`src/rtl/eth_dest_filter_pkg.sv`:
```
package eth_dest_filter_pkg;
  localparam int unsigned ADDR_BYTES = 6;
  localparam int unsigned BYTE_W     = 8;
  localparam int unsigned HASH_BITS  = 6;
  localparam int unsigned CRC_W      = 32;
  localparam int unsigned LEN_W      = 16;
  localparam int unsigned MIN_LEN    = 60;
  localparam logic [CRC_W-1:0] CRC_POLY = 32'h04C1_1DB6;

  // One byte folded into the hash CRC, LSB first.
  function automatic logic [CRC_W-1:0] crc_fold_byte(input logic [CRC_W-1:0] crc_in,
                                                     input logic [BYTE_W-1:0] data);
    logic [CRC_W-1:0] c;
    logic carry;
    c = crc_in;
    for (int i = 0; i < int'(BYTE_W); i++) begin
      carry = c[CRC_W-1] ^ data[i];
      c = {c[CRC_W-2:0], 1'b0};
      if (carry) c = (c ^ CRC_POLY) | {{(CRC_W-1){1'b0}}, 1'b1};
    end
    return c;
  endfunction
endpackage

```
`src/rtl/addr_crc_hash.sv`:
```
module addr_crc_hash
  import eth_dest_filter_pkg::*;
#(
  parameter int unsigned HBITS = HASH_BITS
) (
  input  logic              clk_i,
  input  logic              rst_ni,
  input  logic              clear_i,
  input  logic              step_i,
  input  logic [BYTE_W-1:0] data_i,
  output logic [HBITS-1:0]  hash_idx_o
);
  logic [CRC_W-1:0] crc_q, crc_base, crc_d;

  assign crc_base = clear_i ? '1 : crc_q;
  assign crc_d    = step_i ? crc_fold_byte(crc_base, data_i) : crc_base;
  // index of the byte being stepped now, usable in the same cycle
  assign hash_idx_o = crc_d[CRC_W-1 -: HBITS];

  always_ff @(posedge clk_i or negedge rst_ni) begin
    if (!rst_ni) crc_q <= '1;
    else         crc_q <= crc_d;
  end
endmodule

```
`src/rtl/addr_match.sv`:
```
module addr_match
  import eth_dest_filter_pkg::*;
#(
  parameter int unsigned NBYTES = ADDR_BYTES,
  localparam int unsigned IDX_W = $clog2(NBYTES + 1)
) (
  input  logic                     clk_i,
  input  logic                     rst_ni,
  input  logic                     clear_i,
  input  logic                     step_i,
  input  logic [IDX_W-1:0]         idx_i,
  input  logic [BYTE_W-1:0]        data_i,
  input  logic [NBYTES*BYTE_W-1:0] station_i,
  output logic                     uni_hit_o,
  output logic                     bcast_hit_o,
  output logic                     group_o
);
  logic uni_q, bcast_q, group_q;
  logic uni_b, bcast_b, group_b;
  logic [BYTE_W-1:0] st_byte;

  always_comb begin
    st_byte = '0;
    for (int k = 0; k < int'(NBYTES); k++)
      if (idx_i == IDX_W'(k)) st_byte = station_i[k*BYTE_W +: BYTE_W];
  end

  assign uni_b   = clear_i ? 1'b1 : uni_q;
  assign bcast_b = clear_i ? 1'b1 : bcast_q;
  assign group_b = clear_i ? 1'b0 : group_q;

  assign uni_hit_o   = step_i ? (uni_b && data_i == st_byte) : uni_b;
  assign bcast_hit_o = step_i ? (bcast_b && data_i == '1)    : bcast_b;
  assign group_o     = (step_i && idx_i == '0) ? data_i[0]   : group_b;

  always_ff @(posedge clk_i or negedge rst_ni) begin
    if (!rst_ni) begin
      uni_q   <= 1'b0;
      bcast_q <= 1'b0;
      group_q <= 1'b0;
    end else begin
      uni_q   <= uni_hit_o;
      bcast_q <= bcast_hit_o;
      group_q <= group_o;
    end
  end
endmodule

```
`src/rtl/filter_decide.sv`:
```
module filter_decide
  import eth_dest_filter_pkg::*;
#(
  parameter int unsigned LW   = LEN_W,
  parameter int unsigned MINL = MIN_LEN
) (
  input  logic          uni_hit_i,
  input  logic          bcast_hit_i,
  input  logic          group_i,
  input  logic          hash_bit_i,
  input  logic          promisc_i,
  input  logic          bcast_en_i,
  input  logic          runt_ok_i,
  input  logic [LW-1:0] len_i,
  output logic          accept_o,
  output logic          mcast_o
);
  logic len_ok, addr_ok;

  assign len_ok = runt_ok_i || (len_i >= LW'(MINL));

  always_comb begin
    if (promisc_i)        addr_ok = 1'b1;
    else if (bcast_hit_i) addr_ok = bcast_en_i;
    else if (group_i)     addr_ok = hash_bit_i;
    else                  addr_ok = uni_hit_i;
  end

  assign accept_o = len_ok && addr_ok;
  assign mcast_o  = group_i && !bcast_hit_i;
endmodule

```
`src/rtl/eth_dest_filter.sv`:
```
module eth_dest_filter
  import eth_dest_filter_pkg::*;
#(
  parameter int unsigned NBYTES = ADDR_BYTES,
  parameter int unsigned HBITS  = HASH_BITS,
  parameter int unsigned LW     = LEN_W,
  parameter int unsigned MINL   = MIN_LEN,
  localparam int unsigned CNT_W = $clog2(NBYTES + 1),
  localparam int unsigned TBL_W = 1 << HBITS
) (
  input  logic                     clk_i,
  input  logic                     rst_ni,
  input  logic                     sof_i,
  input  logic                     byte_valid_i,
  input  logic [BYTE_W-1:0]        byte_i,
  input  logic [LW-1:0]            frame_len_i,
  input  logic                     promisc_i,
  input  logic                     bcast_en_i,
  input  logic                     runt_ok_i,
  input  logic [NBYTES*BYTE_W-1:0] station_addr_i,
  input  logic [TBL_W-1:0]         hash_table_i,
  output logic                     decision_valid_o,
  output logic                     accept_o,
  output logic                     multicast_o
);
  logic [CNT_W-1:0] cnt_q, cnt_base;
  logic take, last;
  logic uni_hit, bcast_hit, group;
  logic [HBITS-1:0] hash_idx;
  logic acc_d, mc_d;

  assign cnt_base = sof_i ? '0 : cnt_q;
  assign take     = byte_valid_i && (cnt_base < CNT_W'(NBYTES));
  assign last     = take && (cnt_base == CNT_W'(NBYTES - 1));

  always_ff @(posedge clk_i or negedge rst_ni) begin
    if (!rst_ni)   cnt_q <= CNT_W'(NBYTES);
    else if (take) cnt_q <= cnt_base + 1'b1;
    else           cnt_q <= cnt_base;
  end

  addr_crc_hash #(.HBITS(HBITS)) u_hash (
    .clk_i, .rst_ni,
    .clear_i    (sof_i),
    .step_i     (take),
    .data_i     (byte_i),
    .hash_idx_o (hash_idx)
  );

  addr_match #(.NBYTES(NBYTES)) u_match (
    .clk_i, .rst_ni,
    .clear_i     (sof_i),
    .step_i      (take),
    .idx_i       (cnt_base),
    .data_i      (byte_i),
    .station_i   (station_addr_i),
    .uni_hit_o   (uni_hit),
    .bcast_hit_o (bcast_hit),
    .group_o     (group)
  );

  filter_decide #(.LW(LW), .MINL(MINL)) u_decide (
    .uni_hit_i   (uni_hit),
    .bcast_hit_i (bcast_hit),
    .group_i     (group),
    .hash_bit_i  (hash_table_i[hash_idx]),
    .promisc_i,
    .bcast_en_i,
    .runt_ok_i,
    .len_i       (frame_len_i),
    .accept_o    (acc_d),
    .mcast_o     (mc_d)
  );

  always_ff @(posedge clk_i or negedge rst_ni) begin
    if (!rst_ni) begin
      decision_valid_o <= 1'b0;
      accept_o         <= 1'b0;
      multicast_o      <= 1'b0;
    end else begin
      decision_valid_o <= last;
      if (last) begin
        accept_o    <= acc_d;
        multicast_o <= mc_d;
      end
    end
  end
endmodule

```
`config.mk`:
```
export PLATFORM = sky130hd
export DESIGN_NAME = eth_dest_filter
export DESIGN_NICKNAME = d
export VERILOG_FILES = /design/src/rtl/eth_dest_filter_pkg.sv /design/src/rtl/addr_crc_hash.sv /design/src/rtl/addr_match.sv /design/src/rtl/filter_decide.sv /design/src/rtl/eth_dest_filter.sv
export SDC_FILE = /design/constraint.sdc
export NUM_CORES = 1
export LEC_CHECK = 0
export BUFFER_PORTS_ARGS = -buffer_cell sky130_fd_sc_hd__buf_4
export CORE_UTILIZATION = 47
export DETAILED_ROUTE_END_ITERATION = 7
export PLACE_DENSITY = 0.84
export SLEW_MARGIN = 30
export SYNTH_ARGS = -nofsm -noshare
export SYNTH_HDL_FRONTEND = slang
export SYNTH_SLANG_ARGS = --single-unit
```
`constraint.sdc`:
```
create_clock -name clk_i -period 2.9 [get_ports clk_i]
set_input_delay 0.87 -clock clk_i [delete_from_list [all_inputs] [get_ports clk_i]]
set_output_delay 0.87 -clock clk_i [all_outputs]
set_load 0.1 [all_outputs]
```
==> key figures, run 1 <==
Synth
  – Commonest cells in the netlist: nor2_1, a21oi_1, o21ai_0
  – FFs w/ async S/R, synth: 100.0%
  – Cell variety after synth: between 60 and 70
  – Ys flop type: dfstp_2
  – Mean Syn Cell Area: 7.904 sq um
  – Synth area leader: dfstp_2
  – Post-Synthesis Cells: 530
  – Post-Syn Area: ~0.0042 sq mm
  – Synth top area cells: dfstp_2, xnor2_1, mux2i_1
  – Top-count cell post-synth: nor2_1
  – Number of synthesized flops with an enable pin: 0
  – Post-synth net total: 676
  – #FFs+latches synth: 41
  – Sequential share of the synthesized area: 25.51%
  – Share of the synthesized area in the top cell type: roughly a fifth
  – Warnings, synthesis: 0

Setup path
  – Critical path fanouts, max: 9
  – Worst Path Class, Setup: in2reg
  – Kind of end point of the critical path: flop
  – Worst Reg2Reg Path Length in Cells: 11
  – Critical Path RT: 3.14 ns
  – Worst R2R Setup Slack: -0.43 ns
  – Setup crit start kind: input pin
  – Reg-to-Reg End: accept_o
  – WP data arrival: 3.85 ns
  – Crit Reg-Reg Startpoint: cnt_q[1]

Layout
  – Synthesis-to-finish area growth: 60.04%
  – Nets@finish: 909
  – Fillers: 522
  – Share of cells above drive strength 1: 49.35%
  – Fin cells: between 800 and 900
  – Register area: 0.001069 sq mm
  – Multi-input logic area: 0.003227 sq mm
  – Ant diodes: 0

Pwr
  – Comb power frac: 69.1%
  – Clock power frac: under 10%
  – VDD IR-drop max: between 400 and 500 uV
  – Sw Ratio: ~44%
  – Reg power frac: 21.3%
  – Cell internal pwr: ~2900 uW
  – Net Sw Power: 2315 uW
  – Leakage: a little under 0.003 uW
  – PwrDens: 782.0 mW/mm^2

Timing
  – Final Hold Fails: 0
  – Relative max-transition margin: between 20% and 30%
  – RSZ-0062 raised after global routing: yes
  – Clock skew: just over 0.02 ns
  – Final setup viols: 2
  – Final period util: 124.5%
  – Worst-margin pin slew: 1.068 ns
  – Final min period: between 3 and 4 ns
  – Pins over their slew limit: 0
  – Fmax achieved: 0.2770 GHz
  – Worst setup margin: -0.7105 ns

Placed design
  – Pre-CTS setup slack: -0.8412 ns
  – HPWL Detailed: about 12000 um
  – DP Cell Count: 857
  – GP Congestion: a little under 0.9
  – Buffers on Ports: 143

Floorplan
  – Die X: about 96 um
  – Die Height: 96.41 um
  – FP Rows: 34
  – DIE AREA: 0.009294 sq mm
  – Initial Util: 48.27%
  – Top Ports: between 100 and 150
  – Core area: just under 0.009 sq mm

Route
  – DR WL/cell: 21.09 um
  – Vias: 5497
  – DRT Pass-1 Iters: 6
  – Via density per instance: 6.304
  – Total wire length: 18390 um
  – Antenna-violating nets left: 0
  – Initial detailed-routing violation count: a little under 700
  – DRC: 0

Global route
  – First-pass GRT wire length: ~26000 um
  – Largest net degree at the start of global routing: 42
  – Grt ovf: 0
  – Vias in the first global route: 5341
  – Initial antenna violation count: 0
  – Total GRT Usage: a little over a third

Clock tree
  – Post-CTS Hold Fix Bufs: 0
  – Root Driver: clkbuf_8
  – Clk Latency, worst-skew pair: approximately 0.31 ns
  – TritonCTS buffer count: 5
  – Clock Tree Buf Depth: 2
  – Sink Count: 41
  – Clock slew at reported path FFs: 0.09 ns
  – TritonCTS clock tree: done
  – H-tree levels: 2

Hold path
  – Hold Path Depth: 2
  – Worst hold path type: reg2reg
  – Hold_sp: multicast_o
  – Min-Delay Endpoint: multicast_o

Status
  – Failing checks: negative setup slack
  – Status: finished, violations left

Flow run
  – Max Cap Viol: 0
-- timing repair --
action                                  CTS  global route
setup buffers                             4             3
hold endpoints to repair                  0             0
endpoints found under the setup margin    2             7
gates resized for setup                  65            24
pin swaps                                27            12
-- per-layer routing --
layer  vias up  wire length, um  track usage, %
met5         -                0               0
met3       104             1754           9.233
met4         0             1078           22.79
met1      2602             6432           38.82
li1       2396                -               -
met2       395             9126           64.30
-- cell type report --
| class | count | area share [%] |
|---|---|---|
| clock buffer | 6 | 1.232 |
| clock inverter | 2 | 0.5599 |
| inverter | 17 | 1.027 |
| multi-input combinational | 434 | 48.13 |
| sequential | 41 | 15.94 |
| tap | 108 | 2.016 |
| timing repair buffer | 264 | 31.09 |
-- power groups by stage --
stage,Sequential [uW],Combinational [uW],Clock [uW]
detailed placement,1090,3080,0
global route,1120,3830,530
CTS,1090,3330,506
finish,1110,3620,504
global placement,1080,2950,0
floorplan,1060,1960,0
-- through the flow --
stage	utilization [%]	hold slack (ns)	power, uW	cell area, sq um	TNS [ns]
CTS	75.49	0.5195	4922	6551	-0.3138
global route	77.25	0.5669	5481	6704	-0.9532
finish	77.25	0.5226	5242	6704	-0.8314
global placement	70.52	0.4748	4026	6120	-1.852
floorplan	-	0.4568	3020	4278	-0.7107
detailed placement	70.52	0.4953	4172	6120	-2.913
-- worst max path at each step --
stage	end	depth (start not counted)	slack [ns]	start
global placement	accept_o	15	-0.66	sof_i
global route	accept_o	12	-0.77	sof_i
CTS	accept_o	12	-0.31	byte_i[3]
floorplan	accept_o	17	-0.53	sof_i
finish	accept_o	12	-0.71	sof_i
detailed placement	accept_o	15	-0.84	sof_i
-- placed cells by master, fill, tap and decap left out, drive strengths merged, types with 17 or more instances in the layout --
cell	Yosys	layout
inv	17	17
buf	18	264
a21oi	46	46
o21ai	35	35
mux2i	26	26
xnor2	32	32
nand2	33	33
xor2	23	23
dfstp	34	34
nor2	68	68
-- logic make-up (layout without fill, tap and decap cells) --
| group | Yosys count | after routing | share of synthesized area (%) |
|---|---|---|---|
| AOI/OAI and AO/OA | 163 | 163 | 25.39 |
| and+or+nand+nor | 181 | 181 | 21.80 |
| muxes | 30 | 30 | 7.288 |
| buffers and inverters | 55 | 289 | 6.362 |
| adders and majority gates | 3 | 3 | 0.8962 |
| DFF | 41 | 41 | 25.51 |
| xor gates and xnor gates | 57 | 57 | 12.75 |
-- flip-flops by register name (all words and copies together), names as in the netlist --
| register | flops |
|---|---|
| accept_o | 1 |
| cnt_q | 3 |
| decision_valid_o | 1 |
| multicast_o | 1 |
| u_hash.crc_q | 32 |
| u_match.bcast_q | 1 |
| u_match.group_q | 1 |
| u_match.uni_q | 1 |
-- critical path, stage by stage --
cell      delay, ns
buf_12         0.10
buf_6          0.13
nand3b_1       0.20
nand2_1        0.23
nor3_1         0.76
a211oi_1       0.22
buf_4          0.21
or3b_1         0.38
a221o_1        0.28
o22ai_1        0.22
nor4bb_2       0.08
a21oi_2        0.16
(Power assumes the default switching activity.)
==> run 2: changes to the inputs <==
Settings changed: CORE_UTILIZATION 47 to 40, PLACE_DENSITY 0.84 to 0.74.
==> key figures, run 2 (synthesis gave the netlist of run 1 again) <==
Hold path
  – Hold_sp: multicast_o (unchanged)
  – Worst hold path type: reg2reg (unchanged)
  – Hold Path Depth: 2 (unchanged)

Layout
  – Nets@finish: 903 (was 909)
  – Share of cells above drive strength 1: 47.36% (was 49.35%)
  – Synthesis-to-finish area growth: 57.20% (was 60.04%)
  – Commonest non-fill, non-tap cell in the layout: buf_4 (unchanged)
  – Top reg by flops: u_hash.crc_q (unchanged)
  – Commonest cells after routing, fill and taps aside: buf_4, nor2_1, a21oi_1 (unchanged)
  – Ant diodes: 0 (unchanged)
  – Top Registers: u_hash.crc_q x32, cnt_q x3 (unchanged)
  – Max reg flops: 32 (unchanged)
  – Post-Layout Inst Area: 0.006585 sq mm (was 0.006704 sq mm)
  – Fin cells: 891 (was 872)

Global route
  – Vias in the first global route: 5239 (was 5341)
  – Largest net degree at the start of global routing: 42 (unchanged)
  – First-pass GRT wire length: 24610 um (was 25530 um)
  – Total GRT Usage: 27.82% (was 36.44%)
  – Initial antenna violation count: 0 (unchanged)
  – Grt ovf: 0 (unchanged)

Setup path
  – Worst Reg2Reg Path Length in Cells: 12 (was 11)
  – Critical Path RT: 3.13 ns (was 3.14 ns)
  – Worst R2R Setup Slack: -0.14 ns (was -0.43 ns)
  – Kind of end point of the critical path: flop (unchanged)
  – Setup crit start kind: input pin (unchanged)
  – Worst Path Class, Setup: in2reg (unchanged)
  – WP data arrival: 3.47 ns (was 3.85 ns)
  – Crit Reg-Reg Startpoint: cnt_q[0] (was cnt_q[1])
  – Crit path from: sof_i (unchanged)
  – Critical path fanouts, max: 6 (was 9)

Pwr
  – Leakage: 0.002920 uW (was 0.002936 uW)
  – PwrDens: 749.5 mW/mm^2 (was 782.0 mW/mm^2)
  – VDD IR-drop max: 689.8 uV (was 446.3 uV)

Timing
  – Final period util: 111.9% (was 124.5%)
  – Final min period: 3.244 ns (was 3.610 ns)
  – Worst setup margin: -0.3437 ns (was -0.7105 ns)
  – Fmax achieved: 0.3083 GHz (was 0.2770 GHz)
  – Final setup viols: 1 (was 2)
  – RSZ-0062 raised after global routing: yes (unchanged)
  – Clock skew: 0.009075 ns (was 0.02053 ns)
  – Pins over their slew limit: 0 (unchanged)
  – Relative max-transition margin: 44.06% (was 28.28%)
  – Worst-margin pin slew: 0.8326 ns (was 1.068 ns)
  – Final Hold Fails: 0 (unchanged)

Placed design
  – HPWL Detailed: 11550 um (was 11600 um)
  – GP Congestion: 0.9018 (was 0.8835)
  – DP Cell Count: 876 (was 857)
  – Placed cell areas: 0.006093 sq mm (was 0.006120 sq mm)
  – Buffers on Ports: 143 (unchanged)
  – Pre-CTS setup slack: -1.007 ns (was -0.8412 ns)

Route
  – Via density per instance: 5.609 (was 6.304)
  – Antenna-violating nets left: 0 (unchanged)
  – Initial detailed-routing violation count: 322 (was 695)
  – Total wire length: 15360 um (was 18390 um)
  – DRC: 0 (unchanged)
  – DRT Pass-1 Iters: 5 (was 6)
  – Vias: 4998 (was 5497)
  – DR WL/cell: 17.23 um (was 21.09 um)

Status
  – Status: finished, violations left (unchanged)
  – Failing checks: negative setup slack (unchanged)

Clock tree
  – TritonCTS clock tree: done (unchanged)
  – TritonCTS buffer count: 5 (unchanged)
  – Sink Count: 41 (unchanged)
  – Clock Tree Buf Depth: 2 (unchanged)
  – H-tree levels: 2 (unchanged)
  – Clk Latency, worst-skew pair: 0.30 ns (was 0.31 ns)
  – Clock slew at reported path FFs: 0.08 ns (was 0.09 ns)
  – Root Driver: clkbuf_8 (unchanged)
  – Post-CTS Hold Fix Bufs: 0 (unchanged)

Floorplan
  – Die X: 104.3 um (was 96.41 um)
  – Core area: 0.009955 sq mm (was 0.008678 sq mm)
  – Die Height: 104.3 um (was 96.41 um)
  – FP Rows: 36 (was 34)
  – Initial Util: 42.08% (was 48.27%)
  – Top Ports: 146 (unchanged)
  – DIE AREA: 0.01089 sq mm (was 0.009294 sq mm)

Flow run
  – Max Cap Viol: 0 (unchanged)
[run 2: changes by cell type in the layout (fill, tap and decap cells not counted), sizes merged]
| cell | before | now |
|---|---|---|
| buf | 264 | 256 |
| bufbuf | 0 | 2 |
| clkbuf | 6 | 7 |
| clkinvlp | 1 | 0 |
[run 2: power by group]
group / switching (uW) / internal, uW
sequential: 179 / 918
clock: 198 / 281
combinational: 1670 / 1690
total: 2050 / 2880
[run 2: what timing repair did]
action,in CTS,in global routing
endpoints found under the hold margin,0,0
gates resized for setup,38,18
pin swaps,18,6
setup endpoints to repair,2,5
setup buffers,4,0
gates cloned,3,0
[run 2: final timing paths]
path                                    end
min                             multicast_o
max                                accept_o
min reg2reg                     multicast_o
min in group asynchronous          cnt_q[0]
max in group asynchronous  u_hash.crc_q[28]
max reg2reg                        accept_o
[run 2: worst max-delay path, cell delays in order]
cell and delay (ns):
buf_6 0.10, buf_12 0.13, buf_16 0.13, or3_4 0.34, a211o_1 0.31, and2_4 0.19, a2111oi_4 0.35, or3b_4 0.43
a41oi_2 0.16, nand4_1 0.13, o311ai_1 0.10, nor4bb_1 0.09, a21oi_1 0.14
[run 2: per-layer routing]
metal  track usage (%)  share of wire (%)  vias up
met4             9.592                2.2        0
met2             51.18                 52      191
met1             32.36                 40     2390
met5                 0                  0        -
li1                  -                  -     2384
met3             4.386                6.0       33
[run 2: area by class of cell]
class,count,area (sq um)
well taps,133,166.4
inverters,17,66.31
clock inverters,1,30.03
clock buffers,7,86.33
flip-flops and latches,41,1069
multi-input cells,434,3105
repair buffers,258,2062
fillers,820,3369
[run 2: stage by stage]
step	hold slack (ns)	power [uW]	util [%]	setup TNS [ns]
floorplan	0.4568	3020	-	-0.7107
global placement	0.4680	4060	61.21	-2.151
detailed placement	0.4766	4163	61.21	-2.913
CTS	0.4933	4802	65.16	-0.3194
global route	0.5153	5273	66.15	-0.6775
finish	0.4891	4935	66.15	-0.3437
==> run 3: changes to the inputs <==
--- a/config.mk
+++ b/config.mk
@@ -9,5 +9,6 @@
 export CORE_UTILIZATION = 40
 export DETAILED_ROUTE_END_ITERATION = 7
-export PLACE_DENSITY = 0.74
+export PLACE_DENSITY = 0.71
+export SETUP_SLACK_MARGIN = 0.4
 export SLEW_MARGIN = 30
 export SYNTH_ARGS = -nofsm -noshare
==> constraint.sdc (replaced) <==
create_clock -name clk_i -period 4.1 [get_ports clk_i]
set_input_delay 1.23 -clock clk_i [delete_from_list [all_inputs] [get_ports clk_i]]
set_output_delay 1.23 -clock clk_i [all_outputs]
set_load 0.01 [all_outputs]
==> key figures, run 3 (synthesis gave the netlist of run 1 again) <==
Route
  – DRC: 0 (unchanged)
  – Initial detailed-routing violation count: 289 (was 322)
  – DRT Pass-1 Iters: 4 (was 5)
  – Vias: 4743 (was 4998)
  – Via density per instance: 5.694 (was 5.609)
  – Total wire length: 13990 um (was 15360 um)
  – Antenna-violating nets left: 0 (unchanged)
  – DR WL/cell: 16.79 um (was 17.23 um)

Global route
  – First-pass GRT wire length: 22470 um (was 24610 um)
  – Initial antenna violation count: 0 (unchanged)
  – Largest net degree at the start of global routing: 42 (unchanged)
  – Total GRT Usage: 25.08% (was 27.82%)
  – Grt ovf: 0 (unchanged)
  – Vias in the first global route: 4626 (was 5239)

Layout
  – Share of cells above drive strength 1: 40.57% (was 47.36%)
  – Nets@finish: 845 (was 903)
  – Top Registers: u_hash.crc_q x32, cnt_q x3 (unchanged)
  – Ant diodes: 0 (unchanged)
  – Post-Layout Inst Area: 0.006013 sq mm (was 0.006585 sq mm)
  – Commonest cells after routing, fill and taps aside: buf_4, nor2_1, a21oi_1 (unchanged)
  – Commonest non-fill, non-tap cell in the layout: buf_4 (unchanged)
  – Top reg by flops: u_hash.crc_q (unchanged)
  – Max reg flops: 32 (unchanged)
  – Synthesis-to-finish area growth: 43.55% (was 57.20%)

Clock tree
  – TritonCTS clock tree: done (unchanged)
  – Root Driver: clkbuf_8 (unchanged)
  – Clk Latency, worst-skew pair: 0.30 ns (about the same)
  – Post-CTS Hold Fix Bufs: 0 (unchanged)
  – H-tree levels: 2 (unchanged)
  – TritonCTS buffer count: 5 (unchanged)
  – Clock slew at reported path FFs: 0.08 ns (about the same)
  – Clock Tree Buf Depth: 2 (unchanged)
  – Sink Count: 41 (unchanged)

Floorplan
  – Die Height: 104.3 um (unchanged)
  – Core area: 0.009955 sq mm (unchanged)
  – Initial Util: 42.08% (unchanged)
  – FP Rows: 36 (unchanged)
  – Die X: 104.3 um (unchanged)
  – DIE AREA: 0.01089 sq mm (unchanged)
  – Top Ports: 146 (unchanged)

Placed design
  – Placed cell areas: 0.005665 sq mm (was 0.006093 sq mm)
  – Buffers on Ports: 143 (unchanged)
  – HPWL Detailed: 10880 um (was 11550 um)
  – Pre-CTS setup slack: -0.1215 ns (was -1.007 ns)
  – GP Congestion: 0.8790 (was 0.9018)

Setup path
  – Worst R2R Setup Slack: 0.97 ns (was -0.14 ns)
  – Critical Path RT: 4.27 ns (was 3.13 ns)
  – Setup crit start kind: input pin (unchanged)
  – Crit path to: accept_o (unchanged)
  – WP depth: 11 (was 13)
  – Crit-path max cell delay: 0.39 ns (was 0.43 ns)
  – Critical path fanouts, max: 8 (was 6)
  – WP data arrival: 3.82 ns (was 3.47 ns)
  – Worst Path Class, Setup: in2reg (unchanged)
  – Reg-to-Reg End: accept_o (unchanged)
  – Crit Reg-Reg Startpoint: cnt_q[1] (was cnt_q[0])
  – CP dominant cell by count: a221o_1
  – Bufs and invs on worst path: 1 (was 3)
  – Worst Reg2Reg Path Length in Cells: 16 (was 12)
  – Kind of end point of the critical path: flop (unchanged)
  – Crit path cell chain: buf_4, xnor2_1, or3_1, a211o_1, and2_0, a221o_1, nor2_1, a221o_1, o22ai_1, nor4bb_2, a21oi_2 (was buf_6, buf_12, buf_16, or3_4, a211o_1, and2_4, a2111oi_4, or3b_4, a41oi_2, nand4_1, o311ai_1, nor4bb_1, a21oi_1)
  – CP max-delay cell: or3_1 (was or3b_4)
  – Crit path from: byte_i[0] (was sof_i)
  – Cell family with most CP delay: simple AND/OR/NAND/NOR gates (unchanged)

Timing
  – Final setup viols: 0 (was 1)
  – Fmax achieved: 0.2741 GHz
  – Final Hold Fails: 0 (unchanged)
  – Worst-margin pin slew: 0.7932 ns (was 0.8326 ns)
  – Pins over their slew limit: 0 (unchanged)
  – Clock skew: 0.007916 ns (was 0.009075 ns)
  – Relative max-transition margin: 46.71% (was 44.06%)
  – Final min period: roughly 3.6 ns
  – Worst setup margin: 0.4522 ns (was -0.3437 ns)
  – RSZ-0062 raised after global routing: yes (unchanged)
  – Final period util: 88.97%

Pwr
  – Leakage: 0.002580 uW (was 0.002920 uW)
  – PwrDens: 517.3 mW/mm^2 (was 749.5 mW/mm^2)
  – VDD IR-drop max: 409.4 uV (was 689.8 uV)

Flow run
  – Max Cap Viol: 0 (unchanged)

Hold path
  – Worst hold path type: reg2reg (unchanged)

Status
  – Status: finished clean (was finished, violations left)
run 3: cell types whose count changed in the layout (fill, tap and decap cells not counted), sizes merged:
cell	delta
buf	-56
bufbuf	-2
run 3: how the worst min path moves through the flow:
stage               depth (start not counted)     startpoint             to  slack (ns)
finish                                      2    multicast_o    multicast_o        0.49
global route                                2    multicast_o    multicast_o        0.55
CTS                                         2    multicast_o    multicast_o        0.49
detailed placement                          2    multicast_o    multicast_o        0.47
global placement                            2    multicast_o    multicast_o        0.47
floorplan                                   2  u_match.uni_q  u_match.uni_q        0.46
run 3: worst reg2reg max path, stage by stage, from the launching register on:
cell and delay, ns:
dfstp_2 0.61, nand2_2 0.10, buf_4 0.15, inv_1 0.09
ha_4 0.18, buf_6 0.13, a21oi_1 0.04, nor2_1 0.15
o221ai_1 0.12, a31oi_1 0.24, xnor2_1 0.16, o2111ai_2 0.16
nor4_2 0.23, buf_4 0.17, o22ai_4 0.07, a221o_1 0.34
a21oi_2 0.12
run 3: power breakdown:
| group | leakage [uW] | total [uW] | switching [uW] | internal [uW] |
|---|---|---|---|---|
| logic | 0.00207 | 1980 | 1030 | 952 |
| registers | 0.000449 | 788 | 138 | 650 |
| clock network | 0.0000585 | 344 | 145 | 199 |
| total | 0.00258 | 3110 | 1310 | 1800 |
run 3: metrics by stage:
| step | total power [uW] | hold slack, ns | TNS (ns) | cells | util [%] |
|---|---|---|---|---|---|
| floorplan | 2119 | 0.4568 | 0 | 530 | - |
| global placement | 2604 | 0.4724 | -0.09953 | 819 | 56.91 |
| detailed placement | 2662 | 0.4742 | -0.1215 | 819 | 56.91 |
| CTS | 3041 | 0.4917 | 0 | 827 | 58.61 |
| global route | 3335 | 0.5467 | 0 | 833 | 60.41 |
| finish | 3111 | 0.4860 | 0 | 833 | 60.41 |
run 3: per-layer routing:
layer | up-vias | global-route usage (%) | routed length (um) | share of wire [%]
met4 | 0 | 5.510 | 171 | 1.2
li1 | 2268 | - | - | -
met1 | 2248 | 32.87 | 6040 | 43
met3 | 17 | 3.133 | 865 | 6.2
met2 | 210 | 43.71 | 6910 | 49
met5 | - | 0 | 0 | 0
run 3: layout make-up:
class | count | area (sq um)
fill | 881 | 3941
timing repair buffer | 200 | 1573
multi-input combinational | 434 | 3023
clock inverter | 1 | 30.03
clock buffer | 7 | 86.33
sequential | 41 | 1069
tap | 133 | 166.4
inverter | 17 | 66.31
run 3: timing repair:
item | 4_1_cts | 5_1_grt
setup endpoints to repair | 1 | 1
endpoints found under the hold margin | 0 | 0
setup buffers | 0 | 6
pin swaps | 4 | 16
gates resized for setup | 11 | 32
